$ cat src/rtl/pio_pkg.sv
// Package: shared mode encoding, register addresses and control bit positions
// for the parallel port handshake controller. Assumes an 8-bit register window.
package pio_pkg;

    typedef enum logic [2:0] {
        MODE_SIN  = 3'd0,   // simple strobed capture
        MODE_SOUT = 3'd1,   // simple pulse on output-only port write
        MODE_FIN  = 3'd2,   // full input handshake
        MODE_FOUT = 3'd3,   // full output handshake
        MODE_TRI  = 3'd4    // output handshake, driven only during acknowledge
    } pio_mode_e;

    localparam logic [2:0] ADDR_PORT = 3'd0;
    localparam logic [2:0] ADDR_ALT  = 3'd1;
    localparam logic [2:0] ADDR_DDR  = 3'd2;
    localparam logic [2:0] ADDR_CTRL = 3'd3;
    localparam logic [2:0] ADDR_OUT  = 3'd4;

    localparam int CTL_EDGE = 3;
    localparam int CTL_INV  = 4;
    localparam int CTL_IE   = 5;
    localparam int CTL_FLAG = 7;

    // Map a raw mode field to a mode; unused codes fall back to simple capture.
    function automatic pio_mode_e decode_mode(input logic [2:0] raw);
        case (raw)
            3'd1:    return MODE_SOUT;
            3'd2:    return MODE_FIN;
            3'd3:    return MODE_FOUT;
            3'd4:    return MODE_TRI;
            default: return MODE_SIN;
        endcase
    endfunction

endpackage

$ cat src/rtl/pio_strobe_sync.sv
// Module: pio_strobe_sync
// Brings the asynchronous strobe input into the clock domain through a chain
// of STAGES flops, then detects edges against one further history flop.
// Assumes STAGES >= 2. Outputs an edge pulse for the selected polarity and a
// level flag that is true while the synchronized input sits at the active level.
module pio_strobe_sync #(
    parameter int STAGES = 2
) (
    input  logic clk,
    input  logic rst_n,
    input  logic pin,
    input  logic active_high,
    output logic edge_evt,
    output logic level_act
);
    logic [STAGES-1:0] chain_q;
    logic              prev_q;
    logic              synced;

    genvar g;
    generate
        for (g = 0; g < STAGES; g++) begin : g_stage
            if (g == 0) begin : g_first
                // First stage samples the raw pin.
                always_ff @(posedge clk) begin
                    if (!rst_n) chain_q[0] <= 1'b0;
                    else        chain_q[0] <= pin;
                end
            end else begin : g_next
                // Later stages shift the sample along.
                always_ff @(posedge clk) begin
                    if (!rst_n) chain_q[g] <= 1'b0;
                    else        chain_q[g] <= chain_q[g-1];
                end
            end
        end
    endgenerate

    assign synced = chain_q[STAGES-1];

    // History flop for edge detection.
    always_ff @(posedge clk) begin
        if (!rst_n) prev_q <= 1'b0;
        else        prev_q <= synced;
    end

    // Edge and level decode for the selected polarity.
    always_comb begin
        if (active_high) edge_evt = synced & ~prev_q;
        else             edge_evt = ~synced & prev_q;
        level_act = (synced == active_high);
    end
endmodule

$ cat src/rtl/pio_strobe_ctrl.sv
// Module: pio_strobe_ctrl
// Holds the protocol state: pulse counter, handshake state, three-state drive
// window, status flag and its clear arming. Assumes register access strobes are
// single-cycle and already decoded. A control write restarts the protocol state.
module pio_strobe_ctrl
    import pio_pkg::*;
#(
    parameter int PULSE_LEN = 2
) (
    input  logic      clk,
    input  logic      rst_n,
    input  pio_mode_e mode,
    input  pio_mode_e new_mode,
    input  logic      inv,
    input  logic      ctrl_wr,
    input  logic      ctrl_rd,
    input  logic      out_wr,
    input  logic      alt_wr,
    input  logic      alt_rd,
    input  logic      alt_acc,
    input  logic      edge_evt,
    input  logic      level_act,
    output logic      strobe_out,
    output logic      capture,
    output logic      flag_q,
    output logic      hs_q,
    output logic      drive_q
);
    localparam int CW = $clog2(PULSE_LEN + 1);

    logic [CW-1:0] cnt_q;
    logic          arm_q;
    logic          act;

    // Pulse length counter for the simple output mode.
    always_ff @(posedge clk) begin
        if (!rst_n)                           cnt_q <= '0;
        else if (ctrl_wr)                     cnt_q <= '0;
        else if (out_wr && mode == MODE_SOUT) cnt_q <= CW'(PULSE_LEN);
        else if (cnt_q != '0)                 cnt_q <= cnt_q - CW'(1);
    end

    // Handshake state: ready in input handshake, data-ready in output handshakes.
    always_ff @(posedge clk) begin
        if (!rst_n) begin
            hs_q <= 1'b0;
        end else if (ctrl_wr) begin
            hs_q <= (new_mode == MODE_FIN);
        end else begin
            case (mode)
                MODE_FIN: begin
                    if (edge_evt)    hs_q <= 1'b0;
                    else if (alt_rd) hs_q <= 1'b1;
                end
                MODE_FOUT, MODE_TRI: begin
                    if (alt_wr)      hs_q <= 1'b1;
                    else if (edge_evt) hs_q <= 1'b0;
                end
                default: hs_q <= 1'b0;
            endcase
        end
    end

    // Three-state drive window: opens on acknowledge, closes when strobe leaves active level.
    always_ff @(posedge clk) begin
        if (!rst_n || ctrl_wr)           drive_q <= 1'b0;
        else if (mode != MODE_TRI)       drive_q <= 1'b0;
        else if (edge_evt && hs_q)       drive_q <= 1'b1;
        else if (!level_act)             drive_q <= 1'b0;
    end

    // Status flag: set by any active edge, cleared by an armed latch access.
    always_ff @(posedge clk) begin
        if (!rst_n)                flag_q <= 1'b0;
        else if (edge_evt)         flag_q <= 1'b1;
        else if (arm_q && alt_acc) flag_q <= 1'b0;
    end

    // Clear arming: a control read with the flag set arms; a latch access disarms.
    always_ff @(posedge clk) begin
        if (!rst_n)                arm_q <= 1'b0;
        else if (alt_acc)          arm_q <= 1'b0;
        else if (ctrl_rd && flag_q) arm_q <= 1'b1;
    end

    // Mode-dependent active strobe state and capture enable.
    always_comb begin
        case (mode)
            MODE_SOUT:                    act = (cnt_q != '0);
            MODE_FIN, MODE_FOUT, MODE_TRI: act = hs_q;
            default:                      act = 1'b0;
        endcase
        strobe_out = act ^ inv;
        capture    = edge_evt && (mode == MODE_SIN || mode == MODE_FIN);
    end
endmodule

$ cat src/rtl/pio_regs.sv
// Module: pio_regs
// CPU register window: address decode, port/latch/direction/control/output
// registers, read mux and the bidirectional pin drive. Assumes one access per
// cycle and that rdata is consumed in the cycle it is presented.
module pio_regs
    import pio_pkg::*;
#(
    parameter int DW = 8
) (
    input  logic          clk,
    input  logic          rst_n,
    input  logic [2:0]    addr,
    input  logic          wr_en,
    input  logic          rd_en,
    input  logic [DW-1:0] wdata,
    output logic [DW-1:0] rdata,
    input  logic [DW-1:0] pins,
    input  logic          capture,
    input  logic          flag,
    input  logic          drive,
    output logic [DW-1:0] pc_out,
    output logic [DW-1:0] pc_oe,
    output logic [DW-1:0] pb_out,
    output logic [DW-1:0] ddr_q,
    output pio_mode_e     mode,
    output pio_mode_e     new_mode,
    output logic          edge_hi,
    output logic          inv,
    output logic          ie,
    output logic          ctrl_wr,
    output logic          ctrl_rd,
    output logic          out_wr,
    output logic          alt_wr,
    output logic          alt_rd,
    output logic          alt_acc
);
    logic [DW-1:0] port_q;
    logic [DW-1:0] alt_q;
    logic [DW-1:0] outp_q;
    logic [2:0]    mode_raw_q;
    logic          port_wr;
    logic          ddr_wr;

    // Access decode.
    always_comb begin
        port_wr  = wr_en && addr == ADDR_PORT;
        alt_wr   = wr_en && addr == ADDR_ALT;
        ddr_wr   = wr_en && addr == ADDR_DDR;
        ctrl_wr  = wr_en && addr == ADDR_CTRL;
        out_wr   = wr_en && addr == ADDR_OUT;
        alt_rd   = rd_en && addr == ADDR_ALT;
        ctrl_rd  = rd_en && addr == ADDR_CTRL;
        alt_acc  = alt_wr || alt_rd;
        new_mode = decode_mode(wdata[2:0]);
        mode     = decode_mode(mode_raw_q);
    end

    // Port data and direction registers.
    always_ff @(posedge clk) begin
        if (!rst_n) begin
            port_q <= '0;
            ddr_q  <= '0;
            outp_q <= '0;
        end else begin
            if (port_wr) port_q <= wdata;
            if (ddr_wr)  ddr_q  <= wdata;
            if (out_wr)  outp_q <= wdata;
        end
    end

    // Latch: pin capture takes priority over a CPU write.
    always_ff @(posedge clk) begin
        if (!rst_n)       alt_q <= '0;
        else if (capture) alt_q <= pins;
        else if (alt_wr)  alt_q <= wdata;
    end

    // Control fields; the flag position is not writable.
    always_ff @(posedge clk) begin
        if (!rst_n) begin
            mode_raw_q <= 3'd0;
            edge_hi    <= 1'b0;
            inv        <= 1'b0;
            ie         <= 1'b0;
        end else if (ctrl_wr) begin
            mode_raw_q <= wdata[2:0];
            edge_hi    <= wdata[CTL_EDGE];
            inv        <= wdata[CTL_INV];
            ie         <= wdata[CTL_IE];
        end
    end

    // Read mux.
    always_comb begin
        rdata = '0;
        case (addr)
            ADDR_PORT: rdata = (ddr_q & port_q) | (~ddr_q & pins);
            ADDR_ALT:  rdata = alt_q;
            ADDR_DDR:  rdata = ddr_q;
            ADDR_CTRL: begin
                rdata[2:0]      = mode_raw_q;
                rdata[CTL_EDGE] = edge_hi;
                rdata[CTL_INV]  = inv;
                rdata[CTL_IE]   = ie;
                rdata[CTL_FLAG] = flag;
            end
            ADDR_OUT:  rdata = outp_q;
            default:   rdata = '0;
        endcase
    end

    // Pin drive: output handshakes present the latch; the drive window enables all lines.
    always_comb begin
        pc_out = (mode == MODE_FOUT || mode == MODE_TRI) ? alt_q : port_q;
        pc_oe  = drive ? '1 : ddr_q;
        pb_out = outp_q;
    end
endmodule

$ cat src/rtl/pio_handshake.sv
// Module: pio_handshake (top)
// Parallel port handshake controller: ties the strobe synchronizer, protocol
// state and register window together. Assumes strobe_in is asynchronous and
// all other inputs are synchronous to clk.
module pio_handshake
    import pio_pkg::*;
#(
    parameter int DATA_W      = 8,
    parameter int SYNC_STAGES = 2,
    parameter int PULSE_LEN   = 2
) (
    input  logic              clk,
    input  logic              rst_n,
    input  logic [2:0]        addr,
    input  logic              wr_en,
    input  logic              rd_en,
    input  logic [DATA_W-1:0] wdata,
    output logic [DATA_W-1:0] rdata,
    input  logic              strobe_in,
    output logic              strobe_out,
    input  logic [DATA_W-1:0] pc_pins,
    output logic [DATA_W-1:0] pc_out,
    output logic [DATA_W-1:0] pc_oe,
    output logic [DATA_W-1:0] pb_out,
    output logic              irq
);
    pio_mode_e         mode;
    pio_mode_e         new_mode;
    logic [DATA_W-1:0] ddr_q;
    logic edge_hi, inv, ie;
    logic ctrl_wr, ctrl_rd, out_wr, alt_wr, alt_rd, alt_acc;
    logic edge_evt, level_act, capture, flag_q, hs_q, drive_q;

    pio_strobe_sync #(.STAGES(SYNC_STAGES)) u_sync (
        .clk(clk), .rst_n(rst_n), .pin(strobe_in), .active_high(edge_hi),
        .edge_evt(edge_evt), .level_act(level_act)
    );

    pio_strobe_ctrl #(.PULSE_LEN(PULSE_LEN)) u_ctrl (
        .clk(clk), .rst_n(rst_n), .mode(mode), .new_mode(new_mode), .inv(inv),
        .ctrl_wr(ctrl_wr), .ctrl_rd(ctrl_rd), .out_wr(out_wr), .alt_wr(alt_wr),
        .alt_rd(alt_rd), .alt_acc(alt_acc), .edge_evt(edge_evt),
        .level_act(level_act), .strobe_out(strobe_out), .capture(capture),
        .flag_q(flag_q), .hs_q(hs_q), .drive_q(drive_q)
    );

    pio_regs #(.DW(DATA_W)) u_regs (
        .clk(clk), .rst_n(rst_n), .addr(addr), .wr_en(wr_en), .rd_en(rd_en),
        .wdata(wdata), .rdata(rdata), .pins(pc_pins), .capture(capture),
        .flag(flag_q), .drive(drive_q), .pc_out(pc_out), .pc_oe(pc_oe),
        .pb_out(pb_out), .ddr_q(ddr_q), .mode(mode), .new_mode(new_mode),
        .edge_hi(edge_hi), .inv(inv), .ie(ie), .ctrl_wr(ctrl_wr),
        .ctrl_rd(ctrl_rd), .out_wr(out_wr), .alt_wr(alt_wr), .alt_rd(alt_rd),
        .alt_acc(alt_acc)
    );

    // Interrupt request gating.
    assign irq = flag_q & ie;
endmodule

$ cat config.mk
export PLATFORM = sky130hd
export DESIGN_NAME = pio_handshake
export DESIGN_NICKNAME = d
export VERILOG_FILES = /design/src/rtl/pio_pkg.sv /design/src/rtl/pio_strobe_sync.sv /design/src/rtl/pio_strobe_ctrl.sv /design/src/rtl/pio_regs.sv /design/src/rtl/pio_handshake.sv
export SDC_FILE = /design/constraint.sdc
export NUM_CORES = 1
export LEC_CHECK = 0
export BUFFER_PORTS_ARGS = -buffer_cell sky130_fd_sc_hd__buf_4
export CAP_MARGIN = 20
export CORE_ASPECT_RATIO = 1.1
export CORE_MARGIN = 3
export CORE_UTILIZATION = 25
export DETAILED_ROUTE_END_ITERATION = 16
export GPL_TIMING_DRIVEN = 0
export RECOVER_POWER = 50
export SYNTH_ARGS = -nofsm -noshare
export SYNTH_HDL_FRONTEND = slang
export SYNTH_SLANG_ARGS = --single-unit
$ cat constraint.sdc
create_clock -name clk -period 1.25 [get_ports clk]
set_input_delay 0.0625 -clock clk [delete_from_list [all_inputs] [get_ports clk]]
set_output_delay 0.0625 -clock clk [all_outputs]
set_load 0.1 [all_outputs]
# After elaboration in Yosys (flattened, before gate mapping)
# Index checks and enable logic that the tools add are counted.
# Widths: inputs -> output; s select.
[totals]
register_bits = 47
in_bits = 24
output_inout_bits = 34
word_cells = 104
[classes]
addsub = 1
n_eq_ne = 22
mux = 23
bitwise_logic = 11
n_reduce_logical = 30
[ops]
columns = ["operator", "count"]
rows = [
  ["$mux 8", 4],
  ["$pmux 6 s5", 1],
  ["$eq 3x2->1 const B", 9],
  ["$pmux 3 s4", 2],
  ["$and 8x8->8", 2],
  ["$eq 3x1->1 const B", 4],
  ["$eq 3x3->1 const B", 4],
  ["$logic_and 1x1->1", 12],
  ["$mux 1", 10],
  ["$ne 4x2->1 const B", 2],
  ["$not 8->8", 1],
  ["$or 8x8->8", 1],
  ["$reduce_bool 2->1", 4],
  ["$reduce_or 2->1", 4],
  ["$logic_not 3->1", 2],
  ["$reduce_or 3->1", 2],
  ["$pmux 1 s5", 1],
  ["$logic_or 1x1->1", 4],
  ["$mux 2", 2],
  ["$pmux 1 s2", 2],
  ["$pmux 1 s4", 1],
  ["$and 1x1->1", 3],
  ["$ne 3x3->1 const B", 1],
  ["$not 1->1", 3],
  ["6 further kinds", 6],
]

# Longest topological paths before layout
# Gate-level depths: netlist (run 1).
[depth]
depth_word = 7
depth_mapped = 6
ltp_nobuf = 4

# Hierarchy
# A second synthesis (run 1) with hierarchy kept.
[unflattened]
cells_unflattened = 277
hier_area_um2 = 2645.0
[modules_own_cells]
columns = ["module", "instances", "cells_per_inst", "area_each_um2", "seq_area_each_um2"]
rows = [
  ["pio_regs", 1, 227, 2187.1, 760.7],
  ["pio_strobe_ctrl", 1, 39, 341.6, 120.1],
  ["pio_strobe_sync", 1, 10, 110.1, 60.1],
  ["pio_handshake", 1, 1, 6.3, 0.0],
]

# Worst setup path after synthesis (run 1)
# Ideal clock, no wire load.
[synth_path]
path_kind = "flip-flop to output port"
start = "reg u_regs.outp_q[6], in the netlist u_regs.pb_out[6]"
end = "out rdata[6]"
t_arrival_ns = 3.236
required_time_ns = 1.188
setup_slack_ns = -2.048
path_stages_with_launch = 3
n_path_buf = 0
path_cell_list = "dfxtp_1 a22oi_1 o21ai_0"
[synth_via]
elab_chain_cells = 1
[synth_rtl]
columns = ["element", "line", "rtl"]
rows = [
  ["start: declaration", "pio_regs.sv:39", "logic [DW-1:0] outp_q;"],
  ["start signal: assignment", "pio_regs.sv:67", "if (out_wr) outp_q <= wdata;"],
  ["$pmux 1 s4", "pio_regs.sv:96", "case (addr)"],
  ["end: declaration", "pio_handshake.sv:18", "output logic [DATA_W-1:0] rdata,"],
]
# Every way passes these cells.

# Worst setup path in the final report (run 1)
[layout_path]
start = "reg u_regs.mode_raw_q[2]"
end = "out pc_out[1]"
[layout_via]
elab_chain_cells = 5
word_cells_on_any_way = 9
classes_between = "eq/ne: 6; mux: 2; reduce/logical: 1"
[layout_rtl]
columns = ["element", "line", "rtl"]
rows = [
  ["start: declaration", "pio_regs.sv:40", "logic [2:0] mode_raw_q;"],
  ["start signal: assignment", "pio_regs.sv:86", "mode_raw_q <= wdata[2:0];"],
  ["$eq 3x3->1 (tied with other cells)", "pio_pkg.sv:26", "case (raw)"],
  ["$pmux 3 s4 *", "pio_pkg.sv:26", ""],
  ["$eq 3x2->1 / $eq 3x3->1 (equally long branches)", "pio_regs.sv:114", "pc_out = (mode == MODE_FOUT || mode == MODE_TRI) ? alt_q : port_q;"],
  ["$logic_or 1x1->1 *", "pio_regs.sv:114", ""],
  ["$mux 8 *", "pio_regs.sv:114", ""],
  ["end: declaration", "pio_handshake.sv:22", "output logic [DATA_W-1:0] pc_out,"],
]
# Every way passes the cells marked *; elsewhere a longest branch is shown, timed or not.

==> run_results.csv, run 1 <==
group,metric,value,unit
clock_network,cts_tree,"done",
synthesis,ys_warn_count,0,
global_route,grt_overflow,0,
worst_setup_path,cp_num_buf_inv,2,
power_and_ir_drop,swShare,0.322,
sta,worstMarginPinSlew,0.602,ns
clock_network,ctsLongestPathBuffers,2,
die,die-area,11500,um2
cells_and_area,nFillCells,963,
power_and_ir_drop,pwr-share-comb,0.247,
clock_network,cts_buffers,5,
die,die_h,112,um
synthesis,syn_area_per_cell,8.57,um2
synthesis,synth_top_cell_area_share,0.367,
run_status,violations,"setup timing",
route,wire_per_inst,18.5,um
die,floorplan.io_pins,58,
cells_and_area,syn2layout_area_growth,57.2,%
power_and_ir_drop,seqPwrFrac,0.474,
power_and_ir_drop,total_power,3.27,mW
sta,min_period_over_period,1.53,
sta,fin_tns_setup,-12.09,ns
worst_setup_path,path_max_fanout,8,
clock_network,clk_pin_slew,0.09,ns
route,dr.pass1.iters,4,
cells_and_area,final_cell_mix,"nand2_1 (53), buf_4 (41), a21boi_0 (26)",
sta,fmax,523,MHz
synthesis,syn_area,2560,um2
clock_network,clk_latency,0.31,ns
power_and_ir_drop,leakagePower,1.61,nW
global_route,grt_usage,0.165,
worst_setup_path,worstSetupEndpointType,"primary output",
worst_setup_path,critPathSlowestCell,"or3b_4",
synthesis,synth_seq_area_share,0.367,
synthesis,synthFlopType,"dfxtp_1",
clock_network,cts_root_buf,"clkbuf_8",
clock_network,cts.sinks,47,
cells_and_area,drive_above_1_share,0.464,
global_route,grt_pass1_vias,2568,
worst_setup_path,cp_top_family,"simple AND/OR/NAND/NOR gates",
clock_network,htree_levels,2,
worst_setup_path,cp.arrival,1.85,ns
die,rows,38,
die,core-area,9940,um2
sta,skew,0.00695,ns
synthesis,ys_types,44,
route,drcViolationCount,0,
global_route,grt_max_degree,14,
power_and_ir_drop,vdd_drop_max,0.000356,V
cells_and_area,diodes,0,
cells_and_area,seqCellArea,1000,um2
worst_setup_path,critPathKind,"reg2out",
global_route,grt_pass1_wl,14.5,mm
flow_run,maxCapViolations,0,
sta,slew_violations,0,
global_route,antenna_found_initial,0,
sta,final.setup.worst_slack,-0.663,ns
placement,place_hpwl,6.30,mm
synthesis,synth_edf_count,0,
placement,port_buffers,55,
route,wl,9.40,mm
placement,routabilityCongestion,0.806,
sta,setup_viol,32,
power_and_ir_drop,power.density,813,nW/um2
worst_setup_path,start_kind,"register",
route,final_antenna_net_count,0,
sta,hold_viol,0,
synthesis,syn_inst,299,
power_and_ir_drop,clkPwrFrac,0.279,
worst_setup_path,slowest_delay,0.41,ns
synthesis,synth.area.top_cells,"dfxtp_1 (37%), nand2_1 (8.9%), a21boi_0 (7.6%), mux2i_1 (5.5%), mux2_2 (4.4%)",
die,dieWidth,103,um
route,vias,2558,
route,drt_iter0_drc,132,
cells_and_area,mostFrequentLayoutCell,"nand2_1",
synthesis,yosys.area.top_type,"dfxtp_1",
sta,maxSlewHeadroom,0.599,
route,viasPerCell,5.04,
sta,finalCriticalPeriod,1.91,ns
sta,rsz0062_at_grt,"yes",
synthesis,ys_ff_latch,47,
power_and_ir_drop,p_int,2.22,mW
synthesis,synthArstFlopShare,0,
worst_setup_path,crit_top_cell,"buf_12",
run_status,status,"complete, but fails checks",
cells_and_area,nets,411,
synthesis,syn_nets,323,
die,start_util,0.258,
cells_and_area,multi_input_area,1700,um2
min_path,holdCritPathClass,"in2reg",
power_and_ir_drop,p_switching,1.05,mW
worst_setup_path,required,1.19,ns
worst_setup_path,path_cells,"or3b_4 > o21ai_4 > buf_12 > mux2_4 > buf_12",
-- final timing paths --
path / startpoint / to / slack (ns) / cells past startpoint
max: u_regs.mode_raw_q[2] / pc_out[1] / -0.66 / 5
min: pc_pins[3] / u_regs.alt_q[3] / 0.01 / 2
max reg2reg: u_regs.mode_raw_q[2] / u_regs.alt_q[1] / -0.51 / 8
min reg2reg: u_sync.chain_q[0] / u_sync.synced / 0.44 / 1
-- synthesized netlist by cell type, types with 8 or more instances --
cell type / number
a21boi_0: 26
a22oi_1: 8
clkbuf_1: 10
dfxtp_1: 47
inv_1: 11
mux2_2: 10
mux2i_1: 14
nand2_1: 61
nor2b_1: 8
o211a_1: 8
o21ai_0: 22
or2_2: 8
-- power by group through the flow --
stage                     combinational [mW]  clock, mW  sequential (mW)
after floorplan                        0.433          0             1.62
after global placement                 0.674          0             1.59
after detailed placement               0.680          0             1.59
after CTS                              0.794      0.915             1.55
after global routing                   0.850      0.976             1.56
final                                  0.807      0.913             1.55
-- metal layers --
layer / wire [um] / GRT usage / vias to the layer above / share of wire
li1: - / - / 1238 / -
met3: 505 / 0.0236 / 10 / 0.054
met1: 4220 / 0.227 / 1221 / 0.45
met2: 4500 / 0.270 / 89 / 0.48
met4: 165 / 0.0429 / 0 / 0.018
met5: 0 / 0 / - / 0
-- per-stage QoR --
step            util  cell area [um2]  cells  setup slack [ns]  hold WS [ns]
2_1_floorplan      -             2760    299            -0.475         0.190
3_3_place_gp   0.335             3320    474            -0.508         0.285
3_5_place_dp   0.335             3320    474            -0.493         0.279
4_1_cts        0.395             3930    502            -0.728        0.0113
5_1_grt        0.405             4030    508            -0.687        0.0125
6_report       0.405             4030    508            -0.663       0.00976
-- area by class of cell --
| cell class | count | share of cell area |
|---|---|---|
| Buffer | 19 | 0.0267 |
| Clock buffer | 7 | 0.0190 |
| Clock inverter | 1 | 0.00124 |
| Inverter | 11 | 0.0103 |
| Multi-Input combinational cell | 221 | 0.421 |
| Sequential cell | 47 | 0.249 |
| Tap cell | 120 | 0.0373 |
| Timing Repair Buffer | 82 | 0.236 |
-- repair_timing --
item                                   4_1_cts  5_1_grt
cloned                                       1        0
setup endpoints to repair                   53       37
endpoints found under the hold margin        1        0
pin swaps                                   12       13
resized for setup                          107       18
hold buffers                                 1        0
buffers inserted                            19        7
-- sequential cells by signal, indices dropped and copies added, names as in the netlist --
register / cells
u_regs.alt_q: 8
u_regs.ddr_q: 8
u_regs.pb_out: 8
u_regs.port_q: 8
u_regs.mode_raw_q: 3
u_ctrl.cnt_q: 2
u_ctrl.arm_q: 1
u_ctrl.drive_q: 1
u_ctrl.flag_q: 1
u_ctrl.hs_q: 1
u_regs.edge_hi: 1
u_regs.ie: 1
u_regs.inv: 1
u_sync.chain_q: 1
u_sync.prev_q: 1
u_sync.synced: 1
-- kinds of logic (layout without fill, tap and decap cells) --
logic type,after synthesis,after routing,share of synthesized area
AOI/OAI and AO/OA,90,90,0.268
xor gates and xnor gates,1,1,0.00342
buffers and inverters,31,120,0.0596
DFF,47,47,0.367
muxes,24,24,0.0987
and+or+nand+nor,106,106,0.203
-- worst reg2reg max path: stages, from the launching register on --
cell and delay [ns]:
dfxtp_4 0.36, or3b_4 0.42, buf_12 0.15, buf_6 0.11
buf_6 0.11, o211ai_4 0.15, buf_6 0.20, nand2_2 0.05
o211a_1 0.12
No activity file was read; power rests on OpenSTA's default activity.
==> run 2, diff against run 1 <==
==> constraint.sdc (replaced) <==
create_clock -name clk -period 1.25 [get_ports clk]
set_input_delay 0.125 -clock clk [delete_from_list [all_inputs] [get_ports clk]]
set_output_delay 0.125 -clock clk [all_outputs]
set_load 0.1 [all_outputs]
==> run 2 against run 1 <==
  * The flow still finishes with violations (setup timing)
  * Critical path depth unchanged
  * Sequential power about the same
  * Largest cell class unchanged
  * Largest power group unchanged
  * Via count up 1.5%
  * Worst setup slack worse by 0.17 ns
==> run_results.csv, run 2 (synthesis gave the netlist of run 1 again) <==
group,metric,value,unit
sta,skew,0.0103,ns
global_route,grt_pass1_wl,14.6,mm
placement,dp_cells,474,
placement,routabilityCongestion,0.830,
placement,place_hpwl,6.36,mm
route,dr.pass1.iters,4,
sta,slew_violations,0,
sta,worstMarginPinSlew,0.583,ns
placement,port_buffers,55,
clock_network,cts_tree,"done",
run_status,violations,"setup timing",
clock_network,clk_pin_slew,0.10,ns
cells_and_area,final_cell_mix,"nand2_1 (59), buf_4 (42), buf_12 (27)",
clock_network,cts.sinks,47,
sta,hold_viol,0,
clock_network,cts_buffers,5,
power_and_ir_drop,leakagePower,1.64,nW
route,viasPerCell,5.11,
global_route,antenna_found_initial,0,
route,wire_per_inst,19.0,um
sta,fin_tns_setup,-13.28,ns
sta,fmax,481,MHz
worst_setup_path,start_kind,"register",
clock_network,cts_hold_buf,0,
worst_setup_path,worstSetupEndpointType,"primary output",
worst_setup_path,cp.arrival,1.96,ns
sta,min_period_over_period,1.66,
power_and_ir_drop,power.density,857,nW/um2
die,die-area,11500,um2
power_and_ir_drop,total_power,3.57,mW
worst_setup_path,critPathKind,"reg2out",
cells_and_area,nFillCells,951,
cells_and_area,syn2layout_area_growth,62.7,%
min_path,holdCritPathClass,"in2reg",
route,drcViolationCount,0,
sta,final.setup.worst_slack,-0.830,ns
clock_network,clk_latency,0.32,ns
die,rows,38,
route,drt_iter0_drc,177,
cells_and_area,final_cells,508,
global_route,grt_usage,0.169,
route,final_antenna_net_count,0,
clock_network,htree_levels,2,
route,vias,2597,
sta,finalCriticalPeriod,2.08,ns
sta,rsz0062_at_grt,"yes",
worst_setup_path,required,1.12,ns
route,wl,9.65,mm
die,die_h,112,um
cells_and_area,fin_util,0.419,
cells_and_area,mostFrequentLayoutCell,"nand2_1",
power_and_ir_drop,vdd_drop_max,0.000403,V
sta,maxSlewHeadroom,0.611,
run_status,status,"complete, but fails checks",
flow_run,maxCapViolations,0,
global_route,grt_overflow,0,
sta,setup_viol,37,
global_route,grt_pass1_vias,2609,
worst_setup_path,path_max_fanout,8,
die,start_util,0.258,
cells_and_area,nets,411,
clock_network,cts_root_buf,"clkbuf_8",
die,dieWidth,103,um
global_route,grt_max_degree,17,
cells_and_area,drive_above_1_share,0.472,
cells_and_area,diodes,0,
die,floorplan.io_pins,58,
die,core-area,9940,um2
clock_network,ctsLongestPathBuffers,2,
==> run 2: cell types whose count changed in the layout (fill, tap and decap cells not counted), sizes merged <==
cell,previous run,this run
bufinv,0,1
clkbuf,21,18
inv,11,12
dlygate4sd3,1,0
buf,86,88
==> run 2: path summary, 6_finish.rpt <==
path,depth (start not counted),start,endpoint,slack [ns]
setup / recovery,5,u_regs.mode_raw_q[2],pc_out[1],-0.83
hold / removal,2,strobe_in,u_sync.chain_q[0],0.04
setup reg to reg,7,u_regs.mode_raw_q[2],u_regs.alt_q[2],-0.40
hold reg to reg,1,u_sync.chain_q[0],u_sync.synced,0.44
==> run 2: layer usage <==
| layer | vias to the layer above | routed length [um] | GRT usage |
|---|---|---|---|
| li1 | 1238 | - | - |
| met1 | 1246 | 4080 | 0.228 |
| met2 | 99 | 4660 | 0.268 |
| met3 | 14 | 724 | 0.0342 |
| met4 | 0 | 186 | 0.0542 |
| met5 | - | 0 | 0 |
==> run 2: stage by stage <==
stage	hold slack (ns)	setup WS, ns	instance area (um2)
after CTS	0.0351	-0.819	4110
after global placement	0.349	-0.561	3330
after global routing	0.0664	-0.855	4170
after floorplan	0.252	-0.538	2770
after detailed placement	0.352	-0.578	3330
final	0.0448	-0.830	4170
==> run 2: final cells by class <==
| type | instances | area (um2) | area share |
|---|---|---|---|
| Multi-Input combinational cell | 221 | 1720 | 0.413 |
| Timing Repair Buffer | 82 | 1020 | 0.244 |
| Sequential cell | 47 | 1010 | 0.241 |
| Tap cell | 120 | 150 | 0.0360 |
| Buffer | 19 | 114 | 0.0273 |
| Clock buffer | 5 | 68.8 | 0.0165 |
| Clock inverter | 3 | 47.5 | 0.0114 |
| Inverter | 11 | 41.3 | 0.00991 |
==> run 2: power by group <==
group | switching (mW) | total (mW) | internal (mW)
Combinational | 0.508 | 0.825 | 0.317
Sequential | 0.0349 | 1.55 | 1.52
Clock | 0.586 | 1.19 | 0.607
==> run 2: worst max-delay path, cell delays in order, from the launching register on <==
cell	delay, ns
dfxtp_4	0.38
or3b_1	0.36
buf_6	0.14
o21ai_4	0.20
mux2_4	0.38
buf_12	0.17
==> run 2: repair_timing <==
item,CTS,global route
setup buffers,24,5
gates resized for setup,130,14
pin swaps,19,11
endpoints found under the hold margin,0,0
setup endpoints to repair,37,44
gates cloned,1,0
==> run 3, diff against run 2 <==
- ABC_AREA: unset -> 1
==> run 3 against run 2 <==
  * The flow still finishes with violations (setup timing)
  * Global-route usage down 0.74 points
  * Combinational power up 25%
  * Sequential power about the same
  * Clock skew down 0.0028 ns
  * Critical path depth up 1
  * Core utilization up 1.9 points
  * Hold slack worse by 0.042 ns
  * Clock-buffer cell count unchanged
  * Final area about the same
  * Clock power down 4%
  * Critical endpoint is now pc_out[2]
==> run_results.csv, run 3 <==
group,metric,value,unit
synthesis,synth_top_family_by_area,"simple AND/OR/NAND/NOR gates",
global_route,grt_pass1_wl,14.3,mm
synthesis,syn_inst,354,
die,die_h,110,um
die,rows,37,
die,core-area,9490,um2
global_route,grt_max_degree,15,
synthesis,syn_area_per_cell,7.00,um2
worst_setup_path,start_kind,"register",
synthesis,syn_nets,378,
synthesis,synth.area.mux_share,0.0227,
synthesis,synth-xor-area-share,0.00353,
sta,finalCriticalPeriod,1.66,ns
synthesis,synth_fa_ha_area_frac,0,
synthesis,synth-compound-area-share,0.204,
placement,dp_cells,526,
sta,skew,0.00751,ns
global_route,grt_pass1_vias,2708,
flow_run,maxCapViolations,0,
worst_setup_path,required,1.12,ns
worst_setup_path,path_max_fanout,7,
clock_network,cts_buffers,5,
synthesis,synth.most_common_cell,"nand2_1",
cells_and_area,nets,466,
cells_and_area,final_cell_mix,"nand2_1 (58), o21ai_0 (38), buf_4 (35)",
min_path,holdCritPathClass,"in2reg",
clock_network,cts_hold_buf,0,
route,wire_per_inst,16.7,um
power_and_ir_drop,power.density,899,nW/um2
sta,fmax,601,MHz
synthesis,ys_top_cells_by_count,"nand2_1 (75), o21ai_0 (50), dfxtp_1 (47)",
sta,hold_viol,0,
synthesis,synth-simple-area-share,0.283,
route,dr.pass1.iters,8,
cells_and_area,multi_input_area,1620,um2
cells_and_area,drive_above_1_share,0.465,
cells_and_area,mostFrequentLayoutCell,"nand2_1",
worst_setup_path,cp.arrival,1.54,ns
synthesis,ys_warn_count,0,
cells_and_area,final_cells,560,
power_and_ir_drop,leakagePower,1.73,nW
die,start_util,0.261,
cells_and_area,syn2layout_area_growth,68.0,%
sta,worstMarginPinSlew,0.555,ns
power_and_ir_drop,vdd_drop_max,0.000546,V
run_status,status,"complete, but fails checks",
route,final_antenna_net_count,0,
global_route,grt_overflow,0,
route,vias,2823,
worst_setup_path,worstSetupEndpointType,"primary output",
synthesis,synthFlopType,"dfxtp_1",
cells_and_area,nFillCells,877,
sta,maxSlewHeadroom,0.630,
clock_network,cts.sinks,47,
cells_and_area,seqCellArea,1010,um2
global_route,grt_usage,0.161,
route,drcViolationCount,0,
sta,rsz0062_at_grt,"yes",
synthesis,synth_seq_area_share,0.380,
die,dieWidth,101,um
placement,port_buffers,55,
synthesis,synth_top_cell_area_share,0.380,
synthesis,synthArstFlopShare,0,
power_and_ir_drop,total_power,3.74,mW
sta,setup_viol,34,
die,die-area,11100,um2
synthesis,yosys.area.top_type,"dfxtp_1",
sta,final.setup.worst_slack,-0.413,ns
placement,pre_cts_ws,-0.316,ns
route,wl,9.37,mm
clock_network,ctsLongestPathBuffers,2,
route,drt_iter0_drc,234,
cells_and_area,diodes,0,
placement,routabilityCongestion,0.831,
synthesis,ys_types,33,
global_route,antenna_found_initial,0,
placement,place_hpwl,6.23,mm
synthesis,ys_ff_latch,47,
run_status,violations,"setup timing",
die,floorplan.io_pins,58,
clock_network,clk_pin_slew,0.10,ns
clock_network,clk_latency,0.31,ns
clock_network,htree_levels,2,
sta,slew_violations,0,
sta,min_period_over_period,1.33,
synthesis,synth.area.top_cells,"dfxtp_1 (38%), nand2_1 (11%), o21ai_0 (10%), a21oi_1 (7.1%), inv_1 (7.0%)",
worst_setup_path,critPathKind,"reg2out",
route,viasPerCell,5.04,
clock_network,cts_tree,"done",
synthesis,synth_edf_count,0,
synthesis,syn_area,2480,um2
clock_network,cts_root_buf,"clkbuf_8",
==> run 3: power breakdown <==
part	leakage [nW]	internal, mW	switching, mW
Combinational	1.28	0.361	0.665
Sequential	0.397	1.53	0.0464
Clock	0.0556	0.587	0.549
Total	1.73	2.48	1.26
==> run 3: routing by layer <==
layer | part of all wire | global-route usage
met2 | 0.51 | 0.278
met4 | 0.016 | 0.0355
met1 | 0.42 | 0.208
met3 | 0.054 | 0.0278
met5 | 0 | 0
==> run 3: worst paths after layout <==
kind,start,end,slack [ns],cells after the start
setup / recovery,u_regs.mode_raw_q[1],pc_out[2],-0.41,6
hold / removal,strobe_in,u_sync.chain_q[0],0.003,3
hold reg to reg,u_sync.chain_q[0],u_sync.synced,0.42,2
setup reg to reg,u_regs.mode_raw_q[1],u_regs.alt_q[6],-0.29,10
==> run 3: layout make-up <==
class	count	area share
flip-flops and latches	47	0.242
repair buffers	80	0.233
repair inverters	1	0.00180
plain buffers	10	0.0204
clock inverters	3	0.00931
multi-input cells	243	0.389
inverters	54	0.0532
well taps	117	0.0352
clock buffers	5	0.0165
==> run 3: cell families (layout without fill, tap and decap cells) <==
group                  after synthesis  in the layout
XOR/XNOR                             1              1
flip-flops                          47             47
multiplexers                         5              5
buffers and inverters               64            153
AO/OA/AOI/OAI                       98             98
AND/OR/NAND/NOR                    139            139
==> run 3: per-stage QoR <==
stage	TNS (ns)	hold WS, ns	cell area (um2)	utilization
finish	-7.78	0.00307	4160	0.439
detailed placement	-8.56	0.319	3280	0.346
floorplan	-4.53	0.223	2720	-
global placement	-7.87	0.322	3280	0.346
global route	-9.55	0.0229	4160	0.439
CTS	-6.18	0.0120	4030	0.425
==> run 3: what timing repair did <==
action,4_1_cts,5_1_grt
gates resized for setup,133,39
gates cloned,2,1
endpoints found under the setup margin,33,35
pin swaps,25,13
buffers inserted,18,9
==> run 3: critical path, cell delays in order, from the launching register on <==
cell and delay [ns]:
dfxtp_4 0.41, nor2_4 0.06, nand2_4 0.10, nand2_8 0.09
clkbuf_16 0.19, o21ai_4 0.17, buf_12 0.20
